==> config.mk <==
export PLATFORM = sky130hd
export DESIGN_NAME = flash_cmd_ctrl
export DESIGN_NICKNAME = d
export VERILOG_FILES = /design/src/rtl/fci_pkg.sv /design/src/rtl/fci_lock.sv /design/src/rtl/fci_timer.sv /design/src/rtl/fci_array.sv /design/src/rtl/flash_cmd_ctrl.sv
export SDC_FILE = /design/constraint.sdc
export NUM_CORES = 1
export LEC_CHECK = 0
export BUFFER_PORTS_ARGS = -buffer_cell sky130_fd_sc_hd__buf_2
export CAP_MARGIN = 20
export CORE_MARGIN = 2
export CORE_UTILIZATION = 55
export CTS_CLUSTER_DIAMETER = 100
export DETAILED_ROUTE_END_ITERATION = 6
export HOLD_SLACK_MARGIN = 0.12
export PLACE_DENSITY_LB_ADDON = 0.25
export REMOVE_ABC_BUFFERS = 1
export SLEW_MARGIN = 10
export SYNTH_ARGS = -nofsm -noshare
export SYNTH_HDL_FRONTEND = slang
export SYNTH_SLANG_ARGS = --single-unit
export TNS_END_PERCENT = 100
==> constraint.sdc <==
create_clock -name clk -period 9.5 [get_ports clk]
set_clock_uncertainty 0.1 [all_clocks]
set_input_delay 1.425 -clock clk [delete_from_list [all_inputs] [get_ports clk]]
set_output_delay 1.425 -clock clk [all_outputs]
set_load 0.05 [all_outputs]
==> src/rtl/fci_pkg.sv <==
package fci_pkg;

    typedef enum logic [2:0] {
        ST_IDLE,
        ST_PGM_SET,
        ST_ERS_SET,
        ST_PGM_RUN,
        ST_ERS_RUN,
        ST_PGM_SUSP,
        ST_ERS_SUSP
    } fci_state_e;

    localparam logic [7:0] CMD_PGM_A = 8'h40;
    localparam logic [7:0] CMD_PGM_B = 8'h10;
    localparam logic [7:0] CMD_ERS   = 8'h20;
    localparam logic [7:0] CMD_CONF  = 8'hD0;
    localparam logic [7:0] CMD_SUSP  = 8'hB0;
    localparam logic [7:0] CMD_STAT  = 8'h70;
    localparam logic [7:0] CMD_CLR   = 8'h50;
    localparam logic [7:0] CMD_ARRAY = 8'hFF;

    // status register layout, bit 7 down to bit 0
    typedef struct packed {
        logic rdy;
        logic ers_susp;
        logic ers_err;
        logic pgm_err;
        logic vpp_low;
        logic pgm_susp;
        logic lock_err;
        logic rsvd;
    } fci_status_t;

    function automatic logic is_running(fci_state_e s);
        return (s == ST_PGM_RUN) || (s == ST_ERS_RUN);
    endfunction

    function automatic logic is_suspended(fci_state_e s);
        return (s == ST_PGM_SUSP) || (s == ST_ERS_SUSP);
    endfunction

endpackage

==> src/rtl/fci_lock.sv <==
module fci_lock #(
    parameter int NBLK  = 8,
    parameter int NBOOT = 2,
    localparam int BW   = $clog2(NBLK)
) (
    input  logic [BW-1:0] blk,
    input  logic          vpp_ok,
    input  logic          prot_n,
    output logic          vpp_fail,
    output logic          lock_fail
);
    localparam logic [BW-1:0] FIRST_BOOT = BW'(NBLK - NBOOT);

    always_comb begin
        vpp_fail  = !vpp_ok;
        lock_fail = vpp_ok && !prot_n && (blk >= FIRST_BOOT);
    end
endmodule

==> src/rtl/fci_timer.sv <==
module fci_timer #(
    parameter int CW = 4
) (
    input  logic          clk,
    input  logic          rst,
    input  logic          load,
    input  logic [CW-1:0] ld_val,
    input  logic          run,
    output logic          zero
);
    logic [CW-1:0] cnt;

    always_ff @(posedge clk) begin
        if (rst)
            cnt <= '0;
        else if (load)
            cnt <= ld_val;
        else if (run && cnt != '0)
            cnt <= cnt - 1'b1;
    end

    assign zero = (cnt == '0);
endmodule

==> src/rtl/fci_array.sv <==
module fci_array #(
    parameter int AW  = 5,
    parameter int DW  = 16,
    parameter int BAW = 2,
    localparam int NW = 1 << AW
) (
    input  logic          clk,
    input  logic          rst,
    input  logic          pgm_en,
    input  logic          ers_en,
    input  logic [AW-1:0] waddr,
    input  logic [DW-1:0] wdat,
    input  logic [AW-1:0] raddr,
    output logic [DW-1:0] rdat
);
    logic [DW-1:0] mem [NW];

    always_ff @(posedge clk) begin
        for (int i = 0; i < NW; i++) begin
            if (rst)
                mem[i] <= '1;
            else if (ers_en && ((i >> BAW) == int'(waddr[AW-1:BAW])))
                mem[i] <= '1;
            else if (pgm_en && (i == int'(waddr)))
                mem[i] <= mem[i] & wdat;
        end
    end

    assign rdat = mem[raddr];
endmodule

==> src/rtl/flash_cmd_ctrl.sv <==
module flash_cmd_ctrl
    import fci_pkg::*;
#(
    parameter int DW      = 16,
    parameter int NBLK    = 8,
    parameter int BAW     = 2,
    parameter int NBOOT   = 2,
    parameter int PGM_CYC = 6,
    parameter int ERS_CYC = 12,
    localparam int AW     = $clog2(NBLK) + BAW,
    localparam int CW     = $clog2(((PGM_CYC > ERS_CYC) ? PGM_CYC : ERS_CYC) + 1)
) (
    input  logic          clk,
    input  logic          rst,
    input  logic          bus_we,
    input  logic [AW-1:0] bus_addr,
    input  logic [DW-1:0] bus_wdata,
    output logic [DW-1:0] bus_rdata,
    input  logic          vpp_ok,
    input  logic          prot_n,
    output logic          ry_by,
    output logic          ry_by_hiz
);
    fci_state_e    state;
    logic          stat_mode;
    logic          ers_err_q, pgm_err_q, vpp_low_q, lock_err_q;
    logic [AW-1:0] op_addr;
    logic [DW-1:0] op_data;
    logic [7:0]    code;
    logic          vpp_fail, lock_fail;
    logic          go_pgm, go_ers, susp_req, t_zero, t_run, commit;
    logic [DW-1:0] arr_rdat;
    fci_status_t   sr;

    assign code = bus_wdata[7:0];

    fci_lock #(.NBLK(NBLK), .NBOOT(NBOOT)) u_lock (
        .blk      (bus_addr[AW-1:BAW]),
        .vpp_ok   (vpp_ok),
        .prot_n   (prot_n),
        .vpp_fail (vpp_fail),
        .lock_fail(lock_fail)
    );

    always_comb begin
        go_pgm   = (state == ST_PGM_SET) && bus_we && !vpp_fail && !lock_fail;
        go_ers   = (state == ST_ERS_SET) && bus_we && (code == CMD_CONF) && !vpp_fail && !lock_fail;
        susp_req = is_running(state) && bus_we && (code == CMD_SUSP);
        t_run    = is_running(state) && !susp_req;
        commit   = t_run && t_zero;
    end

    fci_timer #(.CW(CW)) u_timer (
        .clk   (clk),
        .rst   (rst),
        .load  (go_pgm || go_ers),
        .ld_val(go_ers ? CW'(ERS_CYC - 1) : CW'(PGM_CYC - 1)),
        .run   (t_run),
        .zero  (t_zero)
    );

    fci_array #(.AW(AW), .DW(DW), .BAW(BAW)) u_array (
        .clk   (clk),
        .rst   (rst),
        .pgm_en(commit && (state == ST_PGM_RUN)),
        .ers_en(commit && (state == ST_ERS_RUN)),
        .waddr (op_addr),
        .wdat  (op_data),
        .raddr (bus_addr),
        .rdat  (arr_rdat)
    );

    always_ff @(posedge clk) begin
        if (rst) begin
            state      <= ST_IDLE;
            stat_mode  <= 1'b0;
            ers_err_q  <= 1'b0;
            pgm_err_q  <= 1'b0;
            vpp_low_q  <= 1'b0;
            lock_err_q <= 1'b0;
            op_addr    <= '0;
            op_data    <= '0;
        end else begin
            case (state)
                ST_IDLE: if (bus_we) begin
                    case (code)
                        CMD_PGM_A, CMD_PGM_B: begin state <= ST_PGM_SET; stat_mode <= 1'b1; end
                        CMD_ERS:   begin state <= ST_ERS_SET; stat_mode <= 1'b1; end
                        CMD_STAT:  stat_mode <= 1'b1;
                        CMD_ARRAY: stat_mode <= 1'b0;
                        CMD_CLR: begin
                            ers_err_q  <= 1'b0;
                            pgm_err_q  <= 1'b0;
                            vpp_low_q  <= 1'b0;
                            lock_err_q <= 1'b0;
                        end
                        default: ;
                    endcase
                end
                ST_PGM_SET: if (bus_we) begin
                    if (vpp_fail || lock_fail) begin
                        pgm_err_q  <= 1'b1;
                        vpp_low_q  <= vpp_low_q | vpp_fail;
                        lock_err_q <= lock_err_q | lock_fail;
                        state      <= ST_IDLE;
                    end else begin
                        op_addr <= bus_addr;
                        op_data <= bus_wdata;
                        state   <= ST_PGM_RUN;
                    end
                end
                ST_ERS_SET: if (bus_we) begin
                    if (code != CMD_CONF) begin
                        ers_err_q <= 1'b1;
                        pgm_err_q <= 1'b1;
                        state     <= ST_IDLE;
                    end else if (vpp_fail || lock_fail) begin
                        ers_err_q  <= 1'b1;
                        vpp_low_q  <= vpp_low_q | vpp_fail;
                        lock_err_q <= lock_err_q | lock_fail;
                        state      <= ST_IDLE;
                    end else begin
                        op_addr <= bus_addr;
                        state   <= ST_ERS_RUN;
                    end
                end
                ST_PGM_RUN, ST_ERS_RUN: begin
                    if (susp_req)
                        state <= (state == ST_PGM_RUN) ? ST_PGM_SUSP : ST_ERS_SUSP;
                    else if (t_zero)
                        state <= ST_IDLE;
                end
                ST_PGM_SUSP, ST_ERS_SUSP: if (bus_we) begin
                    case (code)
                        CMD_CONF:  state <= (state == ST_PGM_SUSP) ? ST_PGM_RUN : ST_ERS_RUN;
                        CMD_ARRAY: stat_mode <= 1'b0;
                        CMD_STAT:  stat_mode <= 1'b1;
                        default: ;
                    endcase
                end
                default: state <= ST_IDLE;
            endcase
        end
    end

    always_comb begin
        sr.rdy      = !is_running(state);
        sr.ers_susp = (state == ST_ERS_SUSP);
        sr.ers_err  = ers_err_q;
        sr.pgm_err  = pgm_err_q;
        sr.vpp_low  = vpp_low_q;
        sr.pgm_susp = (state == ST_PGM_SUSP);
        sr.lock_err = lock_err_q;
        sr.rsvd     = 1'b0;
        bus_rdata   = stat_mode ? {{(DW-8){1'b0}}, sr} : arr_rdat;
        ry_by       = !is_running(state);
        ry_by_hiz   = is_suspended(state);
    end
endmodule

* Word level (Yosys, flattened, before mapping)
Memory sizes are Yosys's and may differ from the RTL's. Index checks and enable logic that the tools add are counted.
Word-level totals: memories 1, bits in registers 33, logic and storage cells 530, input port bits 26, memory bits (writable) 512
Cells by class: $lt $le $gt $ge 1, bitwise gates (word level) 99, mux-type cells 266, equality and inequality tests 67, add/sub/neg operators 1, reductions and logical operators 86
Memory list:
- u_array.mem | words 32, bits a word 16, rd ports 33, clocked after memory_dff 0, write ports 32, RTL line fci_array.sv:16 | logic [DW-1:0] mem [NW];
Operators with widths (number):
- 16-bit 2-to-1 mux | 65
- 16-bit bitwise AND | 32
- 1-bit 2-to-1 mux | 172
- 5-bit equality test, first input constant | 16
- 1-bit bitwise OR | 66
- 1-bit logical AND | 56
- 4-bit by 5-bit equality test with 1-bit output, first input constant | 8
- 3-bit 2-to-1 mux | 10
- 8-bit by 7-bit equality test with 1-bit output, second input constant | 3
- 8-bit equality test, second input constant | 3
- 3-bit by 5-bit equality test with 1-bit output, first input constant | 4
- 5-bit 2-to-1 mux | 4
- 3-bit one-hot mux with 5 select lines | 1
- 7-bit AND reduction | 2
- 3-bit equality test, first input constant | 4
- 4-bit 2-to-1 mux | 3
- 2-bit inequality test, second input constant | 6
- 2-bit by 5-bit equality test with 1-bit output, first input constant | 2
- 5-bit one-hot mux with 2 select lines | 1
- 5-bit AND reduction | 2
- 3-bit equality test, second input constant | 3
- 3-bit inequality test, second input constant | 3
- 1-bit one-hot mux with 3 select lines | 3
- 8-bit by 5-bit equality test with 1-bit output, second input constant | 1
- 28 further kinds | 50

* Depth between registers and ports, before layout
Gate-level depths: netlist of run 1.
depth after elaboration 14, gate-level depth with buffers 10

* Cells and area by module
From an unflattened synthesis of run 1, not the netlist that was laid out.
Second synthesis, totals: cells, all modules 2237, area total of the unflattened synthesis 26591.8 µm²
Modules (own cells, without submodules):
- fci_array | area an instance 24559.8 µm², cells an instance 1991, times used 1
- flash_cmd_ctrl | area an instance 1755.4 µm², cells an instance 215, times used 1
- fci_timer | area an instance 262.8 µm², cells an instance 29, times used 1
- fci_lock | area an instance 13.8 µm², cells an instance 2, times used 1

* Worst setup path after synthesis of run 1
No wires, ideal clock.
path type input port to output port, from input bus_addr[1], to output bus_rdata[5], stages on the path 7, slack 4166 ps, data arrival time 3809 ps, data required time 7975 ps, buffers on the path 3, cells stage by stage buf_4 > buf_4 > buf_4 > mux2i_1 > a221oi_1 > o21ai_0 > a311oi_1
On the way: cells in the longest elaborated chain, start to end 2
Ends and longest elaborated chain:
- from (decl) | RTL line flash_cmd_ctrl.sv:16 | input logic [AW-1:0] bus_addr,
- memory read 32 x 16 bit
- 16-bit 2-to-1 mux | RTL line flash_cmd_ctrl.sv:155 | bus_rdata = stat_mode ? {{(DW-8){1'b0}}, sr} : arr_rdat;
- to (decl) | RTL line flash_cmd_ctrl.sv:18 | output logic [DW-1:0] bus_rdata,
No other way between the ends.

* Worst setup path after layout of run 1
from input bus_addr[3], to output bus_rdata[3]
Same word-level chain as after synthesis.

==> results of run 1 <==
routing by layer:
metal	track usage, %	share of wire [%]
met4	11.2	3.6
met5	0	0.036
met1	41.3	39
met2	45.5	46
met3	8.36	12
sequential cells by signal, indices dropped and copies added, names as in the netlist, 3 cells and up:
signal,cells
state,3
u_array.mem,512
u_timer.cnt,4
op_data,16
op_addr,5
cell usage after synthesis, drive strengths merged (9+ instances only):
library cell	count	share of area (%)
nand2	603	8.5
edfxtp	512	58
a21o	251	7.1
mux4	125	11
clkbuf	91	1.3
buf	78	1.7
mux2i	49	1.9
a21oi	33	0.64
dfxtp	33	2.5
nor3	30	1.2
o21ai	27	0.51
a22o	22	0.73
nand3	22	0.90
nor2	22	0.32
nand2b	16	0.38
nor2b	15	0.35
inv	11	0.16
a31oi	9	0.21
mux2	9	0.38
worst min-delay path: cells and delay by family (launching register included):
| family | cells | cell delay, ps |
|---|---|---|
| flops | 1 | 310 |
| compound gates | 1 | 60 |
| simple gates | 1 | 50 |
cell usage in the layout (no fill, tap or decap), types with 18 or more instances in the layout:
cell	n
clkbuf_1	18
o21ai_0	18
a22o_1	22
nand2_1	603
a21oi_1	32
a21o_1	251
edfxtp_1	512
buf_4	35
mux2i_1	49
mux4_2	125
clkbuf_16	56
nor2_1	21
buf_2	40
dfxtp_1	33
cell type report:
cell class | count | area [um2] | share of cell area (%)
Clock inverter | 26 | 158 | 0.550
Sequential cell | 545 | 16000 | 55.9
Timing Repair Buffer | 81 | 568 | 1.98
Clock buffer | 74 | 1470 | 5.12
Tap cell | 615 | 769 | 2.68
Multi-Input combinational cell | 1313 | 9640 | 33.6
Inverter | 11 | 41.3 | 0.144
how the worst max path moves through the flow:
stage,start,end,cells past startpoint
floorplan,bus_we,u_array.mem[11][0],5
global placement,bus_addr[3],bus_rdata[3],7
detailed placement,bus_addr[3],bus_rdata[3],7
CTS,bus_addr[3],bus_rdata[3],7
global route,bus_addr[3],bus_rdata[3],7
finish,bus_addr[3],bus_rdata[3],7
report_power, final:
| group | switching (mW) | internal, mW | leakage [nW] |
|---|---|---|---|
| registers | 0.0193 | 2.64 | 3.78 |
| clock network | 0.909 | 1.11 | 0.795 |
| logic | 0.260 | 0.0886 | 3.04 |
| total | 1.19 | 3.83 | 7.62 |
per-stage QoR:
stage               setup WS [ps]  instance area, um2  hold WS (ps)
finish                       3550               28700           380
global route                 3420               28700           400
CTS                          3630               28600           381
detailed placement           3620               27000           353
global placement             3650               27000           343
floorplan                    4550               25700           320
logic make-up (layout without fill, tap and decap cells):
| family | count (synthesis) | in the layout | share of synthesized area, % |
|---|---|---|---|
| DFF | 545 | 545 | 60.5 |
| muxes | 183 | 183 | 12.9 |
| adders and majority gates | 2 | 2 | 0.0945 |
| and+or+nand+nor | 742 | 742 | 12.8 |
| xor gates and xnor gates | 3 | 3 | 0.0992 |
| buffers and inverters | 180 | 192 | 3.13 |
| AOI/OAI and AO/OA | 383 | 383 | 10.5 |
==> impl_results.md, run 1 <==
- Syn Inst Count: 2038
- Final setup fails: 0
- Crit Path Category: primary input to primary output
- FF-to-FF setup slack: 5450 ps
- Via/cell ratio: 6.67
- Worst-path maximum fanout: 43
- Largest net degree at the start of global routing: 130
- DR iter-0 viols: 2516
- Status: finished, violations left
- Layout cells sized above 1: 16.1%
- Period minus WS final: 5950 ps
- Maximum vdd ir drop: 168 uV
- Starting density of the core: 55.6%
- Number of core rows: 80
- CTS root buf: clkbuf_16
- Syn Area/Cell: 13.0 um2
- Largest stage delay on the critical path: 710 ps
- CP bufs+invs: 3
- Die W: 223 um
- Type of the tightest min-delay check: flop to flop
- DRT Pass-1 Iters: 7
- Synthesized flop and latch total: 545
- Non-filler instance count after layout: 2665
- Die H: 223 um
- Final Cycle Share: 62.6%
- Setup crit end kind: primary output
- Data required, critical path: 7980 ps
- Vias in the first global route: 17486
- Die Area: 49900 um2
- Pwr Density: 175 nW/um2
- GR Overflow Total: 0
- Setup bufs post-CTS: 0
- Final RePlAce weighted congestion: 0.850
- Number of synthesized flops with an enable pin: 512
- Wire per inst: 27.8 um
- Synth warn: 0
- Final net count: 2035
- Leakage: 7.62 nW
- H-tree levels: 2
- Bufs on Longest Clock Path: 3
- Layout area overhead: 8.27%
- Crit-path cells: buf_4 > buf_4 > mux4_2 > mux2_2 > a211oi_1 > a311oi_1 > buf_2
- First-pass GRT wire length: 110000 um
- CTS tree: done
- Placed insts: 2563
- CP delay by family, top: buffers and inverters
- Initial antenna violation count: 2
- Slowest cell on crit path: buf_4
- # IOs: 44
- Worst Hold Path EP: vpp_low_q
- Via count: 17772
- Type of origin of the critical path: primary input
- Drt drc: 4
- Port Buf Inserts: 43
- Number of hold buffers added after cts: 0
- Worst Hold Depth: 2
- Ys async rst share: 0%
- Most used DFF post-synth: edfxtp_1
- GR Util All Layers: 29.9%
- CORE AREA: 47600 um2
- Slew headroom: 20.8%
- Violated checks: DRC
- Post-synth cell types: 67
- Arrival time worst endpoint: 4420 ps
- DP HPWL: 45600 um
- Num CTS Buffers: 55
- Slew @ Worst Pin: 1190 ps
- Clk slew on worst S/H paths: 60 ps
- Setup TNS: 0 ps
- Seq/Total Area, Yosys: 60.5%
- R2R Path Start: state[0]
- Most common cell on crit path: buf_4
- Final-layout fill cell count: 3713
- Post-route ant nets: 0
- Pwr Total: 5.02 mW
- Routed wire length: 74000 um
- Hold path start: vpp_low_q
- R2r worst-path depth: 5
- Worst R2R End: u_array.mem[23][3]
- Mapped cell area: 26500 um2
- Unrepaired setup endpoints after global routing: false
- Slew Viols, Final: 0
- # diodes: 0
- Worst-skew pair later-pin latency: 610 ps
- Max Freq: 0.168 GHz
- Final Core Density: 60.2%
- Clock Sinks: 545
- Final Hold Viols: 0
- Cts repair resizes: 0
- Number of max-cap violations: 0
(Power assumes the default switching activity.)
==> inputs of run 2 (changes only) <==
Clock period 9.5 ns to 6 ns, I/O delays scaled along.
==> impl_results.md, run 2 (synthesis results as in run 1) <==
- Via/cell ratio: 6.62 (-0.76%)
- H-tree levels: 2 (unchanged)
- Number of core rows: 80 (unchanged)
- CTS root buf: clkbuf_16
- Die W: 223 um (unchanged)
- Max reg flops: 512 (unchanged)
- Hold WS: 366 ps (-13.9 ps)
- Routed wire length: 73300 um (-0.96%)
- CORE AREA: 47600 um2 (unchanged)
- Worst-skew pair later-pin latency: 600 ps (about the same)
- GR Util All Layers: 29.8% (-0.11 points)
- Num CTS Buffers: 56 (+1.8%)
- Data required, critical path: 5000 ps (-2980 ps)
- Final-layout fill cell count: 3713 (unchanged)
- Worst-path maximum fanout: 51 (+19%)
- Layout cells sized above 1: 16.9% (+0.84 points)
- Setup TNS: 0 ps (unchanged)
- Final setup fails: 0 (unchanged)
- Slew @ Worst Pin: 1090 ps (-99.8 ps)
- Maximum vdd ir drop: 213 uV (+27%)
- Type of origin of the critical path: primary input
- Final Cycle Share: 74.5%
- DP HPWL: 46600 um (+2.2%)
- Crit Path Category: primary input to primary output
- Pwr Total: 8.11 mW (+62%)
- CTS tree: done
- Clk slew on worst S/H paths: 60 ps (about the same)
- Number of max-cap violations: 0 (unchanged)
- Post-route ant nets: 0 (unchanged)
- Starting density of the core: 55.6% (unchanged)
- Port Buf Inserts: 43 (unchanged)
- Via count: 17743 (-0.16%)
- Slew Viols, Final: 0 (unchanged)
- GR Overflow Total: 0 (unchanged)
- # diodes: 0 (unchanged)
- Final net count: 2053 (+0.88%)
- Clock share of power: 41.4% (+1.2 points)
- Leading cell type in the layout, fill and taps excluded: nand2_1
- Internal power: 6.20 mW (+62%)
- DR iter-0 viols: 2420 (-3.8%)
- Slew headroom: 27.5% (+6.7 points)
- Initial antenna violation count: 2 (unchanged)
- Die Area: 49900 um2 (unchanged)
- Layout area overhead: 8.99%
- Wire per inst: 27.4 um (-1.5%)
- Period minus WS final: 4470 ps
- Bufs on Longest Clock Path: 3 (unchanged)
- Gate power share: 6.8% (about the same)
- Max Freq: 0.224 GHz
- Drt drc: 0 (-4)
- Number of hold buffers added after cts: 0 (unchanged)
- Type of the tightest min-delay check: flop to flop
- Setup WS post-layout: 1530 ps (-2020 ps)
- Reg power frac: 51.8% (-1.1 points)
- Pre-CTS WS: 1580 ps (-2040 ps)
- Final Hold Viols: 0 (unchanged)
- # IOs: 44 (unchanged)
- Leakage: 7.72 nW (+1.3%)
- Setup crit end kind: primary output
- Largest Register: u_array.mem
- Vias in the first global route: 17428 (-0.33%)
- Pwr Density: 281 nW/um2 (+60%)
- Cts repair resizes: 0 (unchanged)
- First-pass GRT wire length: 110000 um (+0.19%)
- Status: finished clean
- Final RePlAce weighted congestion: 0.875 (+3.0%)
- Unrepaired setup endpoints after global routing: false
- Arrival time worst endpoint: 3470 ps (-950 ps)
- Setup bufs post-CTS: 0 (unchanged)
- DRT Pass-1 Iters: 6 (-1)
- Final Core Density: 60.6% (+0.40 points)
- Clock Sinks: 545 (unchanged)
- Net Sw Power: 1.90 mW (+60%)
- Switching power share of the total: 23.5% (-0.18 points)
- Die H: 223 um (unchanged)
- Top Registers: u_array.mem (512), op_data (16), op_addr (5)
- Largest net degree at the start of global routing: 53 (-59%)
- Most frequent cells in the layout: nand2_1, edfxtp_1, a21o_1
==> run 2: cell types whose count changed in the layout (fill, tap and decap cells not counted), sizes merged <==
cell	change
clkbuf	+1
clkinv	-5
clkinvlp	+1
bufinv	+2
buf	+17
==> run 2: cell type report <==
cell class                      instances  area [um2]  area share, %
Multi-Input combinational cell       1313        9620           33.3
Clock buffer                           75        1510           5.24
Clock inverter                         24         208          0.719
Inverter                               11        41.3          0.143
Tap cell                              615         769           2.67
Timing Repair Buffer                   98         679           2.35
Sequential cell                       545       16000           55.5
==> run 2: worst max-delay path: stages <==
cell and delay (ps):
buf_6 510, buf_4 310, mux4_2 500, a22oi_1 170
nand2_1 110, a32oi_1 360, o21ai_0 260, buf_2 280
==> run 2: final timing paths <==
path / slack, ps / end / cells past startpoint / from
setup / recovery: 1530 / bus_rdata[2] / 8 / bus_addr[1]
hold / removal: 370 / lock_err_q / 2 / lock_err_q
setup reg to reg: 2270 / u_array.mem[22][4] / 5 / state[0]
hold reg to reg: 370 / lock_err_q / 2 / lock_err_q
==> run 2: power groups by stage <==
stage / combinational [mW] / clock, mW / sequential [mW]
2_1_floorplan: 0.275 / 0 / 4.29
3_3_place_gp: 0.533 / 0 / 4.28
3_5_place_dp: 0.542 / 0 / 4.28
4_1_cts: 0.544 / 3.39 / 4.20
5_1_grt: 0.584 / 3.51 / 4.20
6_report: 0.552 / 3.36 / 4.20
==> run 2: through the flow <==
stage	area [um2]	instances
finish	28900	2681
global route	28900	2681
CTS	28900	2680
detailed placement	27100	2581
global placement	27100	2580
floorplan	25700	1869
==> run 2: per-layer routing <==
layer  wire (um)  up-vias  track usage [%]
met5          26        -                0
met4        2490        4             9.81
met3        7810      166             6.40
met2       34100     1038             47.0
met1       28900     9001             41.5
li1            -     7534                -
==> inputs of run 3 (changes only) <==
Clock period 6 ns to 3.81 ns, I/O delays scaled along.
==> impl_results.md, run 3 (synthesis results as in run 1) <==
- Status: finished clean
- Routed wire length: 73000 um (-0.51%)
- Die Area: 49900 um2 (unchanged)
- DRT Pass-1 Iters: 5 (-1)
- Die H: 223 um (unchanged)
- Post-route ant nets: 0 (unchanged)
- Starting density of the core: 55.6% (unchanged)
- Hold path start: bus_wdata[3]
- Setup TNS: 0 ps (unchanged)
- Setup crit end kind: primary output
- Most frequent cells in the layout: nand2_1, edfxtp_1, a21o_1
- Worst-skew pair later-pin latency: 610 ps (about the same)
- Drt drc: 0 (unchanged)
- Pwr Density: 443 nW/um2 (+58%)
- Port Buf Inserts: 43 (unchanged)
- Unrepaired setup endpoints after global routing: false
- Final RePlAce weighted congestion: 0.854 (-2.4%)
- Leading cell type in the layout, fill and taps excluded: nand2_1
- Wire per inst: 26.7 um (-2.4%)
- # IOs: 44 (unchanged)
- CTS root buf: clkbuf_16
- FF-to-FF setup slack: 650 ps (-1620 ps)
- DR iter-0 viols: 2382 (-1.6%)
- Slew Viols, Final: 0 (unchanged)
- Top Registers: u_array.mem (512), op_data (16), op_addr (5)
- Pwr Total: 13.0 mW (+61%)
- Type of the tightest min-delay check: primary input to flop
- Layout area overhead: 11.2%
- Number of max-cap violations: 0 (unchanged)
- Initial antenna violation count: 2 (unchanged)
- Vias in the first global route: 17538 (+0.63%)
- Non-filler instance count after layout: 2733 (+1.9%)
- Worst Hold Path EP: op_data[3]
- Type of origin of the critical path: flop
- GR Overflow Total: 0 (unchanged)
- Via/cell ratio: 6.55 (-1.0%)
- Bufs on Longest Clock Path: 3 (unchanged)
- CTS tree: done
- Number of core rows: 80 (unchanged)
- Arrival time worst endpoint: 2870 ps (-600 ps)
- Worst Hold Depth: 3 (+1)
- Die W: 223 um (unchanged)
- Final Cycle Share: 93.1%
- Layout cells sized above 1: 18.7% (+1.8 points)
- Num CTS Buffers: 56 (unchanged)
- Final net count: 2101 (+2.3%)
- Via count: 17906 (+0.92%)
- Final setup fails: 0 (unchanged)
- Leakage: 8.04 nW (+4.1%)
- Data required, critical path: 3140 ps (-1860 ps)
- Placed insts: 2619 (+1.5%)
- GR Util All Layers: 29.7% (-0.030 points)
- Largest Register: u_array.mem
- Slew @ Worst Pin: 1110 ps (+24.4 ps)
- DP HPWL: 47400 um (+1.7%)
- Setup bufs post-CTS: 0 (unchanged)
- Final Core Density: 61.8% (+1.2 points)
- Clock Sinks: 545 (unchanged)
- # diodes: 0 (unchanged)
- CORE AREA: 47600 um2 (unchanged)
- Final Hold Viols: 0 (unchanged)
- Cts repair resizes: 0 (unchanged)
- First-pass GRT wire length: 110000 um (-0.22%)
- Largest net degree at the start of global routing: 46 (-13%)
- H-tree levels: 2 (unchanged)
- Maximum vdd ir drop: 432 uV (+100%)
- Slew headroom: 25.7% (-1.7 points)
- Worst R2R End: u_array.mem[17][11]
- R2r worst-path depth: 4 (-1)
- R2R Path Start: state[2]
- Max Freq: 0.282 GHz
- Max reg flops: 512 (unchanged)
- Crit Path Category: flop to primary output
- Period minus WS final: 3550 ps
- Worst-path maximum fanout: 2 (-96%)
- Clk slew on worst S/H paths: 60 ps (about the same)
-- run 3: worst max-delay path: stages (launching register included) --
cell and delay (ps):
edfxtp_1 390, mux4_2 500, mux2i_1 480, nor2_1 100, a211oi_1 290, buf_4 170, a311oi_1 50, buf_2 260
-- run 3: area by class of cell --
| class | count | area (um2) |
|---|---|---|
| clock buffers | 69 | 1470 |
| clock inverters | 34 | 359 |
| fillers | 3608 | 18200 |
| inverters | 11 | 41.3 |
| multi-input cells | 1313 | 9620 |
| flip-flops and latches | 545 | 16000 |
| well taps | 615 | 769 |
| repair buffers | 146 | 1150 |
-- run 3: through the flow --
| step | cell area [um2] | setup WS, ps | hold WS (ps) |
|---|---|---|---|
| final | 29400 | 264 | 165 |
| after global placement | 27500 | 393 | 340 |
| after CTS | 29400 | 322 | 134 |
| after global routing | 29400 | 187 | 162 |
| after floorplan | 25700 | -287 | 320 |
| after detailed placement | 27500 | 350 | 359 |
-- run 3: what timing repair did --
item / in CTS / in global routing
hold buffers: 10 / 0
setup endpoints to repair: 0 / 0
endpoints found under the hold margin: 11 / 0
-- run 3: worst max-delay path by stage --
stage                             from  cells past startpoint                  to
floorplan                       bus_we                      5  u_array.mem[11][0]
global route               bus_addr[2]                      6        bus_rdata[3]
CTS                 u_array.mem[27][3]                      7        bus_rdata[3]
global placement           bus_addr[3]                      6        bus_rdata[5]
detailed placement         bus_addr[2]                      6        bus_rdata[3]
finish              u_array.mem[27][3]                      7        bus_rdata[3]
-- run 3: power breakdown --
group | switching [mW] | total (mW) | internal [mW]
Sequential | 0.0352 | 6.60 | 6.57
Combinational | 0.658 | 0.922 | 0.264
Clock | 2.36 | 5.51 | 3.16
Total | 3.05 | 13.0 | 9.99
-- run 3: routing by layer --
metal | vias to the layer above | wire [um] | GRT usage [%] | part of all wire, %
met1 | 9040 | 28500 | 41.9 | 39
met2 | 1116 | 34300 | 46.7 | 47
met4 | 0 | 2310 | 10.9 | 3.2
li1 | 7615 | - | - | -
met3 | 135 | 7920 | 5.35 | 11
met5 | - | 0 | 0 | 0
